## config.mk

```make
export PLATFORM = sky130hd
export DESIGN_NAME = pc_sequencer
export DESIGN_NICKNAME = d
export VERILOG_FILES = /design/src/rtl/pcseq_pkg.sv /design/src/rtl/pcseq_arbiter.sv /design/src/rtl/pcseq_nextpc.sv /design/src/rtl/pcseq_retstack.sv /design/src/rtl/pcseq_shadow.sv /design/src/rtl/pc_sequencer.sv
export SDC_FILE = /design/constraint.sdc
export NUM_CORES = 1
export LEC_CHECK = 0
export CORE_UTILIZATION = 55
export CTS_BUF_LIST = sky130_fd_sc_hd__clkbuf_8
export DETAILED_ROUTE_END_ITERATION = 10
export DONT_BUFFER_PORTS = 1
export PLACE_DENSITY = 0.78
export SYNTH_ARGS = -nofsm -noshare
export SYNTH_HDL_FRONTEND = slang
export SYNTH_SLANG_ARGS = --single-unit
```

## constraint.sdc

```tcl
create_clock -name clk -period 4.6 [get_ports clk]
set_clock_uncertainty 0.2 [all_clocks]
set_input_delay 0.46 -clock clk [delete_from_list [all_inputs] [get_ports clk]]
set_output_delay 0.46 -clock clk [all_outputs]
set_load 0.1 [all_outputs]
```

## src/rtl/pcseq_pkg.sv

```systemverilog
// Package: shared types for the instruction-address sequencer.
// Assumes: exactly one selection is made per cycle by the arbiter.
package pcseq_pkg;

    // Source chosen for the next program counter value
    typedef enum logic [3:0] {
        SEL_HOLD,
        SEL_INC,
        SEL_SKIP,
        SEL_JMP,
        SEL_CALL,
        SEL_CJW,
        SEL_CJA,
        SEL_RET,
        SEL_RETP,
        SEL_IRQ,
        SEL_RETI
    } pc_sel_e;

endpackage

```

## src/rtl/pcseq_arbiter.sv

```systemverilog
// Module: pcseq_arbiter
// Reduces the event strobes to one selection using a fixed priority.
// Assumes: strobes are single-cycle requests; unselected ones are dropped.
module pcseq_arbiter
    import pcseq_pkg::*;
(
    input  logic    adv_i,
    input  logic    skip_i,
    input  logic    jmp_i,
    input  logic    call_i,
    input  logic    cj_wr_i,
    input  logic    cj_add_i,
    input  logic    ret_i,
    input  logic    retp_i,
    input  logic    irq_i,
    input  logic    reti_i,
    output pc_sel_e sel_o
);

    // Priority pick: interrupt first, plain advance last
    always_comb begin
        if (irq_i)         sel_o = SEL_IRQ;
        else if (reti_i)   sel_o = SEL_RETI;
        else if (ret_i)    sel_o = SEL_RET;
        else if (retp_i)   sel_o = SEL_RETP;
        else if (call_i)   sel_o = SEL_CALL;
        else if (jmp_i)    sel_o = SEL_JMP;
        else if (cj_wr_i)  sel_o = SEL_CJW;
        else if (cj_add_i) sel_o = SEL_CJA;
        else if (skip_i)   sel_o = SEL_SKIP;
        else if (adv_i)    sel_o = SEL_INC;
        else               sel_o = SEL_HOLD;
    end

endmodule

```

## src/rtl/pcseq_nextpc.sv

```systemverilog
// Module: pcseq_nextpc
// Computes the next program counter value for the chosen source.
// Assumes: PC_W >= 4; the low SEG_W bits form one segment, the top two bits
// come from the page field for jumps and calls.
module pcseq_nextpc
    import pcseq_pkg::*;
#(
    parameter int PC_W   = 11,
    parameter int PAGE_W = 3
) (
    input  pc_sel_e           sel_i,
    input  logic [PC_W-1:0]   pc_i,
    input  logic [PAGE_W-1:0] page_i,
    input  logic [PC_W-3:0]   jmp_addr_i,
    input  logic [PC_W-4:0]   call_addr_i,
    input  logic [PC_W-4:0]   cj_val_i,
    input  logic [PC_W-1:0]   pop_addr_i,
    input  logic [PC_W-1:0]   shadow_pc_i,
    output logic [PC_W-1:0]   pc_next_o
);

    localparam int SEG_W  = PC_W - 3;
    localparam int JMP_W  = PC_W - 2;
    localparam int PG_USE = PC_W - JMP_W;

    logic [PG_USE-1:0] pg_hi;
    logic [SEG_W-1:0]  seg_sum;

    // Page bits that feed jump and call targets
    always_comb pg_hi = page_i[PG_USE-1:0];

    // Low-byte sum for computed jumps, wrapping inside the segment
    always_comb seg_sum = pc_i[SEG_W-1:0] + cj_val_i;

    // Next-address multiplexer
    always_comb begin
        unique case (sel_i)
            SEL_INC:  pc_next_o = pc_i + PC_W'(1);
            SEL_SKIP: pc_next_o = pc_i + PC_W'(2);
            SEL_JMP:  pc_next_o = {pg_hi, jmp_addr_i};
            SEL_CALL: pc_next_o = {pg_hi, 1'b0, call_addr_i};
            SEL_CJW:  pc_next_o = {pc_i[PC_W-1:SEG_W], cj_val_i};
            SEL_CJA:  pc_next_o = {pc_i[PC_W-1:SEG_W], seg_sum};
            SEL_RET,
            SEL_RETP: pc_next_o = pop_addr_i;
            SEL_IRQ:  pc_next_o = '0;
            SEL_RETI: pc_next_o = shadow_pc_i;
            default:  pc_next_o = pc_i;
        endcase
    end

endmodule

```

## src/rtl/pcseq_retstack.sv

```systemverilog
// Module: pcseq_retstack
// Shift-register return stack. Entry 0 is the top.
// Assumes: push and pop never coincide. A push drops the deepest entry when
// full; a pop duplicates the deepest entry, so an empty stack keeps
// returning the last bottom value.
module pcseq_retstack #(
    parameter int W     = 11,
    parameter int DEPTH = 8
) (
    input  logic         clk,
    input  logic         rst_n,
    input  logic         push_i,
    input  logic         pop_i,
    input  logic [W-1:0] din_i,
    output logic [W-1:0] top_o
);

    logic [W-1:0] ent [DEPTH];

    // Top of stack is read combinationally
    always_comb top_o = ent[0];

    for (genvar g = 0; g < DEPTH; g++) begin : g_ent
        logic [W-1:0] from_above;
        logic [W-1:0] from_below;

        // Neighbour values for shifting down (push) and up (pop)
        always_comb begin
            from_above = (g == 0) ? din_i : ent[(g == 0) ? 0 : g-1];
            from_below = (g == DEPTH-1) ? ent[g] : ent[(g == DEPTH-1) ? g : g+1];
        end

        // One stack slot: shifts deeper on push, shallower on pop
        always_ff @(posedge clk) begin
            if (!rst_n)      ent[g] <= '0;
            else if (push_i) ent[g] <= from_above;
            else if (pop_i)  ent[g] <= from_below;
        end
    end

endmodule

```

## src/rtl/pcseq_shadow.sv

```systemverilog
// Module: pcseq_shadow
// Single-level interrupt context: saved address, working, status and
// file-select values.
// Assumes: nested interrupts overwrite the saved set.
module pcseq_shadow #(
    parameter int PC_W   = 11,
    parameter int DATA_W = 8
) (
    input  logic              clk,
    input  logic              rst_n,
    input  logic              save_i,
    input  logic [PC_W-1:0]   pc_i,
    input  logic [DATA_W-1:0] w_i,
    input  logic [DATA_W-1:0] status_i,
    input  logic [DATA_W-1:0] fsr_i,
    output logic [PC_W-1:0]   pc_o,
    output logic [DATA_W-1:0] w_o,
    output logic [DATA_W-1:0] status_o,
    output logic [DATA_W-1:0] fsr_o
);

    // Capture the context on interrupt entry
    always_ff @(posedge clk) begin
        if (!rst_n) begin
            pc_o     <= '0;
            w_o      <= '0;
            status_o <= '0;
            fsr_o    <= '0;
        end else if (save_i) begin
            pc_o     <= pc_i;
            w_o      <= w_i;
            status_o <= status_i;
            fsr_o    <= fsr_i;
        end
    end

endmodule

```

## src/rtl/pc_sequencer.sv

```systemverilog
// Module: pc_sequencer (top)
// Paged program counter with return stack and interrupt shadow.
// Assumes: event strobes come from the decoder, sampled at the rising edge;
// the page field occupies the top PAGE_W bits of the status byte.
module pc_sequencer
    import pcseq_pkg::*;
#(
    parameter int             PC_W     = 11,
    parameter int             PAGE_W   = 3,
    parameter int             DATA_W   = 8,
    parameter int             DEPTH    = 8,
    parameter logic [PC_W-1:0] RESET_PC = 11'h7FF
) (
    input  logic              clk,
    input  logic              rst_n,
    input  logic              adv_i,
    input  logic              skip_i,
    input  logic              jmp_i,
    input  logic [PC_W-3:0]   jmp_addr_i,
    input  logic              call_i,
    input  logic [PC_W-4:0]   call_addr_i,
    input  logic              cj_wr_i,
    input  logic              cj_add_i,
    input  logic [PC_W-4:0]   cj_val_i,
    input  logic              ret_i,
    input  logic              retp_i,
    input  logic              irq_i,
    input  logic              reti_i,
    input  logic              page_wr_i,
    input  logic [PAGE_W-1:0] page_val_i,
    input  logic [DATA_W-1:0] w_i,
    input  logic [DATA_W-1:0] status_i,
    input  logic [DATA_W-1:0] fsr_i,
    output logic [PC_W-1:0]   pc_o,
    output logic [PAGE_W-1:0] page_o,
    output logic              kill_o,
    output logic              ctx_restore_o,
    output logic [DATA_W-1:0] ctx_w_o,
    output logic [DATA_W-1:0] ctx_status_o,
    output logic [DATA_W-1:0] ctx_fsr_o
);

    localparam int JMP_W  = PC_W - 2;
    localparam int PG_USE = PC_W - JMP_W;
    localparam int LOW_W  = DATA_W - PAGE_W;

    pc_sel_e           sel;
    logic [PC_W-1:0]   pc_next;
    logic [PC_W-1:0]   pop_addr;
    logic [PC_W-1:0]   shadow_pc;
    logic [DATA_W-1:0] status_save;
    logic              do_push;
    logic              do_pop;
    logic              do_save;
    logic              discontinuity;

    pcseq_arbiter u_arb (
        .adv_i    (adv_i),
        .skip_i   (skip_i),
        .jmp_i    (jmp_i),
        .call_i   (call_i),
        .cj_wr_i  (cj_wr_i),
        .cj_add_i (cj_add_i),
        .ret_i    (ret_i),
        .retp_i   (retp_i),
        .irq_i    (irq_i),
        .reti_i   (reti_i),
        .sel_o    (sel)
    );

    pcseq_nextpc #(
        .PC_W   (PC_W),
        .PAGE_W (PAGE_W)
    ) u_next (
        .sel_i       (sel),
        .pc_i        (pc_o),
        .page_i      (page_o),
        .jmp_addr_i  (jmp_addr_i),
        .call_addr_i (call_addr_i),
        .cj_val_i    (cj_val_i),
        .pop_addr_i  (pop_addr),
        .shadow_pc_i (shadow_pc),
        .pc_next_o   (pc_next)
    );

    // Stack and shadow control derived from the selection
    always_comb begin
        do_push       = (sel == SEL_CALL);
        do_pop        = (sel == SEL_RET) || (sel == SEL_RETP);
        do_save       = (sel == SEL_IRQ);
        discontinuity = (sel != SEL_HOLD) && (sel != SEL_INC);
        status_save   = {page_o, status_i[LOW_W-1:0]};
    end

    pcseq_retstack #(
        .W     (PC_W),
        .DEPTH (DEPTH)
    ) u_stack (
        .clk    (clk),
        .rst_n  (rst_n),
        .push_i (do_push),
        .pop_i  (do_pop),
        .din_i  (pc_o + PC_W'(1)),
        .top_o  (pop_addr)
    );

    pcseq_shadow #(
        .PC_W   (PC_W),
        .DATA_W (DATA_W)
    ) u_shadow (
        .clk      (clk),
        .rst_n    (rst_n),
        .save_i   (do_save),
        .pc_i     (pc_o),
        .w_i      (w_i),
        .status_i (status_save),
        .fsr_i    (fsr_i),
        .pc_o     (shadow_pc),
        .w_o      (ctx_w_o),
        .status_o (ctx_status_o),
        .fsr_o    (ctx_fsr_o)
    );

    // Restore strobe accompanies an accepted return from interrupt
    always_comb ctx_restore_o = (sel == SEL_RETI);

    // Program counter register
    always_ff @(posedge clk) begin
        if (!rst_n) pc_o <= RESET_PC;
        else        pc_o <= pc_next;
    end

    // Page field: interrupt return, page-restoring return, then page write
    always_ff @(posedge clk) begin
        if (!rst_n)
            page_o <= '0;
        else if (sel == SEL_RETI)
            page_o <= ctx_status_o[DATA_W-1:LOW_W];
        else if (sel == SEL_RETP)
            page_o <= PAGE_W'(pop_addr[PC_W-1:PC_W-PG_USE]);
        else if (page_wr_i)
            page_o <= page_val_i;
    end

    // Discard flag for the fetch after a change of flow
    always_ff @(posedge clk) begin
        if (!rst_n) kill_o <= 1'b0;
        else        kill_o <= discontinuity;
    end

endmodule

```

Word-level counts from Yosys, hierarchy flattened
Memory sizes are Yosys's and may differ from the RTL's. Index checks and enable logic that the tools add are counted.

RAM bits: 88. Memories kept: 1. Output and inout bits: 40. Register bits after elaboration: 50. Bits of input ports: 65.

Memories: u_stack.ent (words 8, bits a word 11, rd ports 8, clocked after memory_dff 0, wr ports 8, RTL line pcseq_retstack.sv:18) `logic [W-1:0] ent [DEPTH];`.

Mux-type cells: 38. Add/subtract/negate cells: 3. Bitwise operators: 18. Reductions and logical operators: 8. Eq/ne operators: 11.

Operators with widths (number): two-way mux 11 bit (16); case mux 11 bit (9 select lines) (1); two-way mux 4 bit (9); equality test 4 x 3 -> 1 bit, second input constant (4); bitwise OR 1 bit (16); equality test 4 bit, second input constant (3); adder 11 x 1 -> 11 bit, second input constant (1); adder 11 x 2 -> 11 bit, second input constant (1); two-way mux 1 bit (9); two-way mux 3 bit (3); nonzero test 9 bit (1); adder 8 bit (1); equality test 4 x 2 -> 1 bit, second input constant (2); nonzero test 7 bit (1); equality test 4 x 1 -> 1 bit, second input constant (1); inequality test 4 x 1 -> 1 bit, second input constant (1); nonzero test 4 bit (1); AND reduction 3 bit (1); nonzero test 3 bit (1); NOT 1 bit (2); OR reduction 2 bit (1); logical AND 1 bit (1); logical OR 1 bit (1).

Longest topological paths before layout
Gate-level depths: netlist of run 1.

Depth in word-level cells: 17. Depth in mapped cells: 10. Depth with buffers taken out: 8.

Modules after synthesis
Synthesis of run 1 repeated with hierarchy kept, for this count alone.

Cells, all modules: 650. Area, all modules: 7459.7 µm².

By module, submodules not included: pcseq_retstack (cells each 221, area an instance 3759.9 µm², instances 1); pcseq_nextpc (cells each 227, area an instance 1526.5 µm², instances 1); pcseq_shadow (cells each 112, area an instance 1352.5 µm², instances 1); pc_sequencer (cells each 74, area an instance 726.9 µm², instances 1); pcseq_arbiter (cells each 16, area an instance 93.8 µm², instances 1).

Worst setup path after synthesis of run 1
No wires, ideal clock.

Kind: input to register. From: input ret_i. To: memory u_stack.ent[0][0], enable pin. Setup time: 427 ps. Buffers on the path: 1. Slack: 377 ps. Stages on the path: 5. Data required time: 3973 ps. Data arrival time: 3597 ps. Path through: buf_2 > nand2b_1 > o311ai_4 > o21ai_0 > or3_1.

RTL lines: from (decl) (RTL line pc_sequencer.sv:25) `input logic ret_i,`; to (decl) (RTL line pcseq_retstack.sv:18).

==> flow_results.org, run 1 <==
** Place
- Number of placed instances, taps included :: slightly above 700
- The congestion estimate from routability-driven global placement came to 0.961.
- Before CTS, the worst setup slack after placement is a little over 1000 ps.
- Count of port buffers added during placement :: 0
- The wire-length estimate of the detail-placed layout is 10.5 mm.

** Power and ir drop
- Leak :: 0.00289 uW
- VDD sags by at most 229 uV.
- Pwr/cell area :: 410 mW/mm2

** Clock tree
- The H-tree was split into 4 levels.
- Total clock buffers created by CTS :: 17
- Max Root-Sink Buffers :: 2
- After clock tree synthesis, the repair step resized 0 gates.
- Post-CTS clock slew at the launch and capture registers of the worst setup and hold paths :: around 70 ps
- CTS Root Cell :: sky130_fd_sc_hd__clkbuf_8
- TritonCTS built the clock tree.
- At the later pin of the worst-skew pair, clock insertion delay measures 450 ps.
- Total clock sinks :: 138

** Floorplan
- In this run the standard cell core region covers 0.0120 mm2.
- The floorplan step set the die height to between 100 and 150 um.
- Die Footprint :: 0.0127 mm2
- The floorplan has 40 rows.
- Once the floorplan was initialized, standard cells occupied 56.3% of the core.
- I/O pin cnt :: 105
- Die X-Extent :: 113 um

** Min path
- In this run the worst hold path is classified as input pin to flop.

** Timing
- Tightest slew margin relative to the limit :: 22.3%
- Counting I/O delays and the setup requirement, the final critical path takes 3170 ps.
- Share of the clock period used by the worst path after layout :: 68.9%
- Max Clock Freq :: about 320 MHz
- Setup violations, final :: 0
- Final WS setup :: 1430 ps
- The final hold violation count is 0.
- Setup TNS after final layout :: 0 ps
- Setup repair after global routing missed its margin :: no
- At the pin with the least slew margin, the transition time is 1160 ps.
- Number of max-slew violations in the final report :: 0

** Cells and area
- After the last flow step, the layout net total stands at 691.
- Commonest non-fill, non-tap cell in the layout :: sky130_fd_sc_hd__edfxtp_1
- Area Overhead vs Synth :: 13.6%
- Fraction of final layout cells with drive strength greater than 1 :: 9.38%
- Leaving out fill and tap cells, the most frequent cells in the layout are 88 x sky130_fd_sc_hd__edfxtp_1, 79 x sky130_fd_sc_hd__a22o_1, 67 x sky130_fd_sc_hd__nor2_1, 50 x sky130_fd_sc_hd__dfxtp_1, 42 x sky130_fd_sc_hd__mux2i_1.
- Excluding fillers, the count of instances in the completed layout stands at 776.
- In the final layout, flip-flops and latches occupy 0.00364 mm2.
- Multi-input gate area :: 0.00290 mm2
- Layout filler cell count :: 910
- Antenna fix cells :: 0

** Setup path
- Along the worst path, the maximum fanout reaches just under 80.
- STA puts the critical path data arrival time at ~3300 ps.
- Critical path endpoint category :: flop
- Critical setup path kind :: input pin to flop
- CP Data Required Time :: 4710 ps
- Setup crit start kind :: input pin

** Synth
- Primary flip-flop cell chosen by synthesis mapping :: sky130_fd_sc_hd__edfxtp_1
- Mapped cell area :: 0.00674 mm2
- The synthesized design devotes to its leading area cell type 39.2% of total area.
- The synthesized design contains 88 enable-type register cells.
- Of the synthesized area, sequential elements account for about 54%.
- Net count after synthesis :: 664
- In the synthesized netlist the async set-or-reset flop fraction comes to 0%.
- Post-synthesis cell count :: 589
- The biggest area contributor in the post-synthesis netlist is sky130_fd_sc_hd__edfxtp_1.
- Cells taking the most area after synthesis :: sky130_fd_sc_hd__edfxtp_1 39%, sky130_fd_sc_hd__dfxtp_1 15%, sky130_fd_sc_hd__a22o_1 10%, sky130_fd_sc_hd__mux2i_1 6.2%, sky130_fd_sc_hd__nor2_1 3.7%
- Averaged over all synthesized cells, the footprint is 11.4 um2.
- The netlist uses 57 different library cells.
- Number of warning messages in the yosys log :: 0
- After synthesis the netlist holds a flip-flop and latch count of ~140.

** Status
- Run status :: completed

** Routing
- Routed vias/inst :: between 6 and 7
- After the first detailed-routing iteration, the DRC count stood at 452.
- 1st-pass router iterations :: 5
- Wire per inst :: 21.7 um
- Post-detailed-routing wire length :: between 15 and 20 mm
- Via count :: 5142
- After detailed routing, the number of remaining DRC violations is 0.
- Final antenna-violating net count :: 0

** Global route
- Via count of the first global-routing pass :: 4819
- The initial antenna violation count was 0.
- The first global-routing pass estimated about 26 mm of wire.
- Entering global routing, the biggest net connects 86 pins.
- The total overflow left after global routing is 0.
- In the global route stage, overall resource usage came out at 27.3%.

** Job
- Max-cap violation count :: 0
## registers in the layout, summed over array words and instances (netlist names)
name / count
kill_o: 1
page_o: 3
pc_o: 11
u_shadow.fsr_o: 8
u_shadow.pc_o: 11
u_shadow.status_o: 8
u_shadow.w_o: 8
u_stack.ent: 88
## power by group
| part | leakage [uW] | internal, uW | switching, uW | total [uW] |
|---|---|---|---|---|
| sequential | 0.00134 | 1410 | 171 | 1580 |
| clock | 0.000241 | 677 | 448 | 1130 |
| combinational | 0.00131 | 156 | 278 | 435 |
| total | 0.00289 | 2240 | 897 | 3140 |
## per-layer routing
metal / wire length (um) / global-route usage (%) / vias to the layer above / part of all wire, %
li1: - / - / 2305 / -
met1: 7270 / 35.9 / 2543 / 43
met2: 7820 / 42.4 / 242 / 46
met3: 1110 / 5.95 / 52 / 6.6
met4: 668 / 14.7 / 0 / 4.0
met5: 0 / 0 / - / 0
## synthesized netlist by cell type (2+ instances only)
cell type                   count
sky130_fd_sc_hd__edfxtp_1      88
sky130_fd_sc_hd__a22o_1        79
sky130_fd_sc_hd__nor2_1        67
sky130_fd_sc_hd__dfxtp_1       50
sky130_fd_sc_hd__mux2i_1       42
sky130_fd_sc_hd__nand2_1       32
sky130_fd_sc_hd__clkbuf_1      26
sky130_fd_sc_hd__a21oi_1       21
sky130_fd_sc_hd__xnor2_1       18
sky130_fd_sc_hd__nor3_1        13
sky130_fd_sc_hd__and2_1        12
sky130_fd_sc_hd__o21ai_0       12
sky130_fd_sc_hd__xor2_1        10
sky130_fd_sc_hd__ha_1           9
sky130_fd_sc_hd__nand3_1        9
sky130_fd_sc_hd__a211oi_1       6
sky130_fd_sc_hd__buf_2          6
sky130_fd_sc_hd__o211ai_1       6
sky130_fd_sc_hd__buf_1          5
sky130_fd_sc_hd__nand3b_1       5
sky130_fd_sc_hd__a22oi_1        4
sky130_fd_sc_hd__a32oi_1        4
sky130_fd_sc_hd__buf_6          4
sky130_fd_sc_hd__nor4_1         4
sky130_fd_sc_hd__a211o_1        3
sky130_fd_sc_hd__a221oi_1       3
sky130_fd_sc_hd__a222oi_1       3
sky130_fd_sc_hd__inv_1          3
sky130_fd_sc_hd__nor3b_1        3
sky130_fd_sc_hd__o21ba_2        3
sky130_fd_sc_hd__o21bai_1       3
sky130_fd_sc_hd__o2bb2ai_1      3
sky130_fd_sc_hd__or3_1          3
sky130_fd_sc_hd__a2bb2oi_1      2
sky130_fd_sc_hd__and3_1         2
sky130_fd_sc_hd__nand2b_1       2
sky130_fd_sc_hd__nand4_1        2
sky130_fd_sc_hd__nor2b_1        2
sky130_fd_sc_hd__o22ai_1        2
## worst paths after layout
path                                 startpoint                              to  slack (ps)  cells after the start
setup reg to reg           pc_o[3]$_SDFFE_PN1P_            pc_o[7]$_SDFFE_PN1P_        2010                      7
setup / recovery                       cj_add_i     u_stack.ent[0][7]$_DFFE_PP_        1430                      7
hold / removal                            irq_i  u_shadow.fsr_o[0]$_SDFFE_PN0P_          10                      2
hold reg to reg   u_shadow.pc_o[5]$_SDFFE_PN0P_   u_shadow.pc_o[5]$_SDFFE_PN0P_         300                      2
## stage by stage
| step | utilization (%) | hold slack (ps) | area, um2 | power [uW] |
|---|---|---|---|---|
| after floorplan | - | 259 | 6740 | 1910 |
| after global placement | 57.5 | 273 | 6880 | 1980 |
| after detailed placement | 57.5 | 286 | 6880 | 2000 |
| after CTS | 64.0 | 2.53 | 7660 | 3140 |
| after global routing | 64.0 | 8.61 | 7660 | 3240 |
| final | 64.0 | 12.7 | 7660 | 3140 |
## cell type report
cell class	count	area share, %
inverter	4	0.196
clock inverter	12	2.34
clock buffer	20	3.60
multi-input combinational	406	37.9
sequential	138	47.6
tap	147	2.40
timing repair buffer	49	5.95
## logic make-up after synthesis
| family | Yosys count | share of synthesized area (%) |
|---|---|---|
| AOI/OAI and AO/OA | 165 | 19.7 |
| and+or+nand+nor | 161 | 11.3 |
| DFF | 138 | 54.1 |
| buffers and inverters | 45 | 3.06 |
| muxes | 42 | 6.24 |
| xor gates and xnor gates | 28 | 3.64 |
| adders and majority gates | 10 | 1.97 |
## critical path, cell delays in order
cell                      delay, ps
sky130_fd_sc_hd__or3b_1         440
sky130_fd_sc_hd__a211o_1        480
sky130_fd_sc_hd__nor4_4         570
sky130_fd_sc_hd__or2_1          280
sky130_fd_sc_hd__and2b_2        170
sky130_fd_sc_hd__buf_4          590
sky130_fd_sc_hd__a22o_1         260
## what timing repair did
item / in CTS / in global routing
hold buffers: 31 / 0
setup endpoints to repair: 0 / 0
endpoints found under the hold margin: 35 / 0
setup buffers: 0 / 0
Power figures use the tool's default switching activity.
==> inputs of run 2 (changes only) <==
--- a/config.mk
+++ b/config.mk
@@ -9,7 +9,7 @@
 export CTS_BUF_LIST = sky130_fd_sc_hd__clkbuf_8
 export DETAILED_ROUTE_END_ITERATION = 10
 export DONT_BUFFER_PORTS = 1
-export PLACE_DENSITY = 0.78
+export PLACE_DENSITY = 0.81
 export SYNTH_ARGS = -nofsm -noshare
 export SYNTH_HDL_FRONTEND = slang
 export SYNTH_SLANG_ARGS = --single-unit
==> constraint.sdc (replaced) <==
create_clock -name clk -period 2.7 [get_ports clk]
set_clock_uncertainty 0.2 [all_clocks]
set_input_delay 0.27 -clock clk [delete_from_list [all_inputs] [get_ports clk]]
set_output_delay 0.27 -clock clk [all_outputs]
set_load 0.1 [all_outputs]
==> flow_results.org, run 2 (synthesis results as in run 1) <==
** Clock tree
- Number of buffers inserted by post-CTS setup repair :: 0 (unchanged)
- Post-CTS clock slew at the launch and capture registers of the worst setup and hold paths :: 80 ps (about the same)
- Max Root-Sink Buffers :: 2 (unchanged)
- The cell sitting at the root of the clock tree is a sky130_fd_sc_hd__clkbuf_8.
- Total clock sinks :: 138 (unchanged)
- The maximum level of the CTS H-tree came to 4 (unchanged).
- The latest clock arrival within the worst-skew pair is 440 ps (about the same).
- Total clock buffers created by CTS :: 17 (unchanged)
- The post-cts repair resize count is 0 (unchanged).
- TritonCTS built the clock tree.

** Power and ir drop
- The fraction of power consumed by sequential logic is 49.7% (-0.6 points).
- The fraction of power spent switching nets came to 30.4% (+1.8 points).
- The part of the power in combinational logic was 17.3% (+3.4 points).
- The power dissipated by switching net loads is 1590 uW (+78%).
- Part of the total power dissipated in the clock network :: 33.1% (-2.8 points)
- The power density over the cells came to 648 mW/mm2 (+58%).
- Internal power consumption :: 3650 uW (+63%)
- Leak :: 0.00311 uW (+7.8%)
- Worst vdd rail ir drop :: 330 uV (+44%)
- Total design power :: 5250 uW (+67%)

** Global route
- The remaining global-route overflow is 0 (unchanged).
- The number of global-route vias before repair was 5288 (+9.7%).
- Pin count of the biggest net entering global routing :: 86 (unchanged)
- Total global-route track usage :: 28.6% (+1.4 points)
- Number of antenna violations at the first check in global routing :: 0 (unchanged)
- First-pass GRT wire length :: 27.8 mm (+6.9%)

** Timing
- After layout, the minimum clock period comes to 2540 ps.
- Setup repair after global routing left no endpoint under its margin.
- Endpoints failing hold :: 0 (unchanged)
- Share of the clock period used by the worst path after layout :: 94.2%
- Timing would allow up to 393 MHz.
- Slew at the pin with the worst max-slew slack :: 1010 ps (-149 ps)
- The worst-case headroom to the max-slew limit was 32.2% (+10 points).
- The final setup violation count was 0 (unchanged).
- Number of max-slew violations in the final report :: 0 (unchanged)
- The final sum of negative setup slack is 0 ps (unchanged).

** Min path
- Hold path start :: jmp_addr_i[1]
- Cell depth of the worst min-delay path :: 3 (+1)
- The worst hold path belongs to the class input pin to flop.
- The worst hold path terminates at pc_o[1]$_SDFFE_PN1P_.

** Floorplan
- I/O pin cnt :: 105 (unchanged)
- The core box area came to 0.0120 mm2 (unchanged).
- The width of the die was 113 um (unchanged).
- Vertical die dimension :: 113 um (unchanged)
- The die area came to 0.0127 mm2 (unchanged).
- The initial core utilization is 56.3% (unchanged).
- Standard-cell rows :: 40 (unchanged)

** Routing
- Count of routing violations after the opening detailed-route iteration :: 535 (+18%)
- Routed vias/inst :: 6.47 (-2.3%)
- Final antenna-violating net count :: 0 (unchanged)
- Via count :: 5352 (+4.1%)
- 1st-pass router iterations :: 5 (unchanged)
- The total wire length came to 17.8 mm (+5.4%).
- Number of remaining DRC errors :: 0 (unchanged)
- Wire per inst :: 21.5 um (-1.1%)

** Setup path
- The worst-case reg-to-reg path depth came to 8 (+1).
- Setup crit start kind :: flop
- The worst register-to-register path ends at pc_o[7]$_SDFFE_PN1P_.
- The startpoint identified for the worst register-to-register timing path is pc_o[2]$_SDFFE_PN1P_.
- Setup slack of the most critical reg-to-reg path :: 160 ps (-1850 ps)
- Critical path endpoint category :: flop
- CP Data Required Time :: 2810 ps (-1900 ps)
- The critical path is of the flop to flop type.
- The critical path data arrival time is 2650 ps (-630 ps).
- Biggest fanout along the worst timing path :: 9 (-88%)

** Cells and area
- Antenna fix cells :: 0 (unchanged)
- The library cell used most frequently in the layout, excluding fill and tap cells, is sky130_fd_sc_hd__edfxtp_1.
- Compared with the post-synthesis result, the final layout area differs by 20.1%.
- Flip-flop count of the largest register, all copies and words added :: 88 (unchanged)
- Top Registers :: u_stack.ent (88), pc_o (11), u_shadow.pc_o (11)
- Counting flops per register, the top entry is u_stack.ent.
- Fraction of final layout cells with drive strength greater than 1 :: 15.3% (+5.9 points)
- Leaving out fill and tap cells, the most frequent cells in the layout are 88 x sky130_fd_sc_hd__edfxtp_1, 79 x sky130_fd_sc_hd__a22o_1, 67 x sky130_fd_sc_hd__nor2_1, 48 x sky130_fd_sc_hd__buf_4, 47 x sky130_fd_sc_hd__dlygate4sd3_1.
- The final net count is 742 (+7.4%).
- The end-of-flow core utilization came to 67.7% (+3.7 points).

** Place
- Count of port buffers added during placement :: 0 (unchanged)
- The last weighted congestion value of the routability-driven placer was 0.936 (-2.6%).
- The half-perimeter wire length of the detailed placement result is 10.9 mm (+3.7%).

** Status
- The run finished with clean final reports.

** Job
- Max-cap violation count :: 0 (unchanged)
[run 2: worst max-delay path, stage by stage, from the launching register on]
cell and delay [ps]:
sky130_fd_sc_hd__dfxtp_2 480, sky130_fd_sc_hd__ha_1 270, sky130_fd_sc_hd__nand3_1 170, sky130_fd_sc_hd__nor2_1 150
sky130_fd_sc_hd__xnor2_1 140, sky130_fd_sc_hd__a211oi_1 90, sky130_fd_sc_hd__nor3_1 220, sky130_fd_sc_hd__dlygate4sd3_1 610
sky130_fd_sc_hd__o21ai_0 90
[run 2: what timing repair did]
action                                 CTS  global route
endpoints found under the hold margin   50             0
hold buffers                            48             0
setup endpoints to repair                0             0
[run 2: final cells by class]
| class | instances | area, um2 |
|---|---|---|
| Clock buffer | 18 | 248 |
| Clock inverter | 14 | 155 |
| Fill cell | 838 | 3870 |
| Inverter | 4 | 15.0 |
| Multi-Input combinational cell | 406 | 2910 |
| Sequential cell | 138 | 3650 |
| Tap cell | 147 | 184 |
| Timing Repair Buffer | 100 | 931 |
[run 2: worst max-delay path by stage]
stage | start | end | slack [ps] | cells after the start
final | pc_o[2]$_SDFFE_PN1P_ | pc_o[7]$_SDFFE_PN1P_ | 160 | 8
after global routing | pc_o[2]$_SDFFE_PN1P_ | pc_o[7]$_SDFFE_PN1P_ | 50 | 8
after CTS | pc_o[2]$_SDFFE_PN1P_ | pc_o[7]$_SDFFE_PN1P_ | 250 | 8
after detailed placement | cj_add_i | u_stack.ent[0][38]$_DFFE_PP_ | 170 | 7
after global placement | cj_add_i | u_stack.ent[1][1]$_SDFFCE_PN0P_ | 200 | 7
after floorplan | pc_o[9]$_SDFFE_PN1P_ | pc_o[10]$_SDFFE_PN1P_ | 30 | 6
[run 2: through the flow]
step	instances	worst slack [ps]	instance area [um2]	hold slack (ps)
after floorplan	589	32.7	6760	217
after global placement	747	197	7200	220
after detailed placement	747	174	7200	235
after CTS	827	251	8100	4.51
after global routing	827	53.9	8100	31.4
final	827	156	8100	23.8
[run 2: metal layers]
layer / up-vias / track usage (%) / wire length [um]
met5: - / 0 / 0
met4: 0 / 15.5 / 727
met3: 69 / 6.05 / 1280
met2: 290 / 45.4 / 8350
met1: 2582 / 37.0 / 7430
li1: 2411 / - / -
[run 2: power by group through the flow]
stage	Clock, uW	Combinational [uW]	Sequential, uW
floorplan	0	434	2820
global placement	0	787	2640
detailed placement	0	802	2640
CTS	1730	886	2600
global route	1820	955	2620
finish	1730	905	2610
==> inputs of run 3 (changes only) <==
--- a/config.mk
+++ b/config.mk
@@ -6,10 +6,12 @@
 export NUM_CORES = 1
 export LEC_CHECK = 0
 export CORE_UTILIZATION = 55
-export CTS_BUF_LIST = sky130_fd_sc_hd__clkbuf_8
+export CTS_BUF_LIST = sky130_fd_sc_hd__clkbuf_4
+export CTS_CLUSTER_SIZE = 10
 export DETAILED_ROUTE_END_ITERATION = 10
 export DONT_BUFFER_PORTS = 1
 export PLACE_DENSITY = 0.81
+export SKIP_CTS_REPAIR_TIMING = 1
 export SYNTH_ARGS = -nofsm -noshare
 export SYNTH_HDL_FRONTEND = slang
 export SYNTH_SLANG_ARGS = --single-unit
==> flow_results.org, run 3 (synthesis results as in run 1) <==
** Global route
- The initial antenna violation count was 0 (unchanged).
- The pin count of the biggest net entering global routing came to 86 (unchanged).
- The remaining global-route overflow was 0 (unchanged).
- The number of global-route vias before repair was 4740 (-10%).
- Total global-route track usage :: 25.8% (-2.8 points)
- The first-pass GRT wire length is 25.2 mm (-9.5%).

** Setup path
- STA classifies the critical path endpoint as a flop.
- The critical path in this run is classified as input pin to flop.
- CP most frequent cell :: sky130_fd_sc_hd__dlygate4sd3_1
- In this run the worst setup path begins at reti_i.
- Setup crit start kind :: input pin
- On the critical path, the stage with the largest delay is an instance of sky130_fd_sc_hd__dlygate4sd3_1.
- The largest stage delay on the critical path was 830 ps (+220 ps).
- Setup slack of the most critical reg-to-reg path :: 60 ps (-100 ps)
- Worst path cell trace :: dlygate4sd3_1, nor2b_2, buf_4, o21ai_0, mux2i_1, dlygate4sd3_1, nor2_1
- Start of the worst register-to-register path :: u_shadow.fsr_o[4]$_SDFFE_PN0P_
- Worst Setup EP :: page_o[0]$_SDFFE_PN0P_
- Depth of the most critical reg-to-reg path :: 4 (-4)
- The maximum fanout encountered on the critical timing path was 16 (+7).
- Capture instance of the worst register-to-register path :: u_shadow.fsr_o[4]$_SDFFE_PN0P_
- The critical path data arrival time is 2860 ps (+210 ps).
- CP Data Required Time :: 2910 ps (+100 ps)

** Cells and area
- Area Overhead vs Synth :: 20.7%
- Commonest non-fill, non-tap cell in the layout :: sky130_fd_sc_hd__edfxtp_1
- Flip-flop count of the largest register, all copies and words added :: 88 (unchanged)
- The final net count came to 756 (+1.9%).
- In the layout the commonest cells are 88 x sky130_fd_sc_hd__edfxtp_1, 79 x sky130_fd_sc_hd__a22o_1, 67 x sky130_fd_sc_hd__nor2_1, 61 x sky130_fd_sc_hd__dlygate4sd3_1, 48 x sky130_fd_sc_hd__buf_4.
- The antenna diode instance count came to 0 (unchanged).
- Top Registers :: u_stack.ent (88), pc_o (11), u_shadow.pc_o (11)
- The share of post-route cells with drive strength above 1 came to 15.3% (-0.020 points).
- The register with the most flip-flops in the final layout is u_stack.ent.

** Routing
- Wire per inst :: 21.2 um (-1.5%)
- Number of remaining DRC errors :: 0 (unchanged)
- 1st-pass router iterations :: 5 (unchanged)
- The total wire length came to 17.8 mm (+0.21%).
- Count of routing violations after the opening detailed-route iteration :: 595 (+11%)
- The vias per cell was 6.36 (-1.7%).
- The overall via count from detail_route was 5350 (-0.037%).
- The number of antenna-violating nets in the routed design was 0 (unchanged).

** Floorplan
- I/O pin cnt :: 105 (unchanged)
- Initial Utilization :: 56.3% (unchanged)
- Die Footprint :: 0.0127 mm2 (unchanged)
- The site row count came to 40 (unchanged).
- Std-Cell Core Area :: 0.0120 mm2 (unchanged)
- The die height was 113 um (unchanged).
- Die X-Extent :: 113 um (unchanged)

** Timing
- The final setup violation count was 0 (unchanged).
- Final WS setup :: 44.9 ps (-112 ps)
- Time the final worst path needs with I/O delays and setup :: 2660 ps (+112 ps)
- The final hold violation count came to 1 (+1).
- Tightest slew margin relative to the limit :: 32.0% (-0.22 points)
- Max Clock Freq :: 377 MHz (-4.2%)
- Number of max-slew violations in the final report :: 0 (unchanged)
- Slew at the pin with the worst max-slew slack :: 1020 ps (+3.28 ps)
- The worst hold slack came to -20.4 ps (-44.2 ps).
- The share of the clock period used by the worst path after layout came to 98.3% (+4.1 points).
- Setup repair after global routing missed its margin :: no
- The final sum of negative setup slack was 0 ps (unchanged).

** Place
- The worst slack after detailed placement is 174 ps (unchanged).
- The count of input and output buffers came to 0 (unchanged).
- The half-perimeter wire length of the detailed placement result came to 10.9 mm (unchanged).
- The last weighted congestion value of the routability-driven placer is 0.936 (unchanged).

** Clock tree
- The tree is rooted in a sky130_fd_sc_hd__clkbuf_4.
- Max Root-Sink Buffers :: 2 (unchanged)
- The latest clock arrival within the worst-skew pair came to 530 ps (+90 ps).
- The clock-pin slew on the worst setup and hold paths was 150 ps (+70 ps).
- Total clock buffers created by CTS :: 17 (unchanged)
- Clock tree from TritonCTS :: done
- H-tree levels :: 4 (unchanged)
- The sink count of the clock tree came to 138 (unchanged).

** Power and ir drop
- Sequential fraction of design power :: 52.4% (+2.7 points)
- The leakage power total is 0.00313 uW (+0.62%).
- The power density over the cells was 611 mW/mm2 (-5.8%).
- Logic pwr share :: 18.7% (+1.4 points)
- The design internal power is 3410 uW (-6.7%).
- Sw Share :: 31.4% (+1.0 points)
- The clock share of power came to 28.9% (-4.2 points).
- The power dissipated by switching net loads was 1560 uW (-2.0%).
- The maximum ir drop on the vdd rail is 398 uV (+21%).

** Min path
- The path class of the tightest hold or removal check is input pin to flop.

** Job
- The max capacitance violation total was 0 (unchanged).

** Status
- Failing checks :: hold timing
- The flow ran to the end, but the final reports show violations.
==> run 3: critical path: cells and delay by family <==
family,cells,cell delay [ps]
buffers and inverters,3,1850
AND/OR/NAND/NOR,2,420
AO/OA/AOI/OAI,1,150
multiplexers,1,170
==> run 3: worst min path at each step <==
stage / slack (ps) / depth (start not counted) / endpoint / from
after floorplan: 220 / 2 / u_shadow.status_o[0]$_SDFFE_PN0P_ / status_i[0]
after global placement: 220 / 2 / u_shadow.w_o[4]$_SDFFE_PN0P_ / w_i[4]
after detailed placement: 240 / 2 / u_shadow.status_o[0]$_SDFFE_PN0P_ / status_i[0]
after CTS: -350 / 2 / u_shadow.fsr_o[2]$_SDFFE_PN0P_ / fsr_i[2]
after global routing: -3 / 5 / page_o[1]$_SDFFE_PN0P_ / reti_i
final: -20 / 4 / page_o[1]$_SDFFE_PN0P_ / page_val_i[1]
==> run 3: power groups by stage <==
stage | Combinational, uW | Sequential (uW) | Clock (uW)
final | 930 | 2600 | 1440
after global routing | 984 | 2620 | 1540
after CTS | 809 | 2600 | 1440
after detailed placement | 802 | 2640 | 0
after global placement | 787 | 2640 | 0
after floorplan | 434 | 2820 | 0
==> run 3: cell type report <==
cell class / instances / area, um2
clock buffer: 20 / 150
clock inverter: 12 / 148
fill: 829 / 3820
inverter: 4 / 15.0
multi-input combinational: 406 / 2910
sequential: 138 / 3650
tap: 147 / 184
timing repair buffer: 114 / 1080
==> run 3: stage by stage <==
step	utilization [%]	area, um2	hold slack, ps	cells	power [uW]
2_1_floorplan	-	6760	217	589	3250
3_3_place_gp	60.2	7200	220	747	3420
3_5_place_dp	60.2	7200	235	747	3450
4_1_cts	62.7	7500	-351	779	4840
5_1_grt	68.0	8140	-3.08	841	5140
6_report	68.0	8140	-20.4	841	4970
==> run 3: layer usage <==
metal	share of wire (%)	track usage, %
met2	48	40.1
met3	7.7	5.73
met5	0	0
met1	41	34.8
met4	2.7	11.4
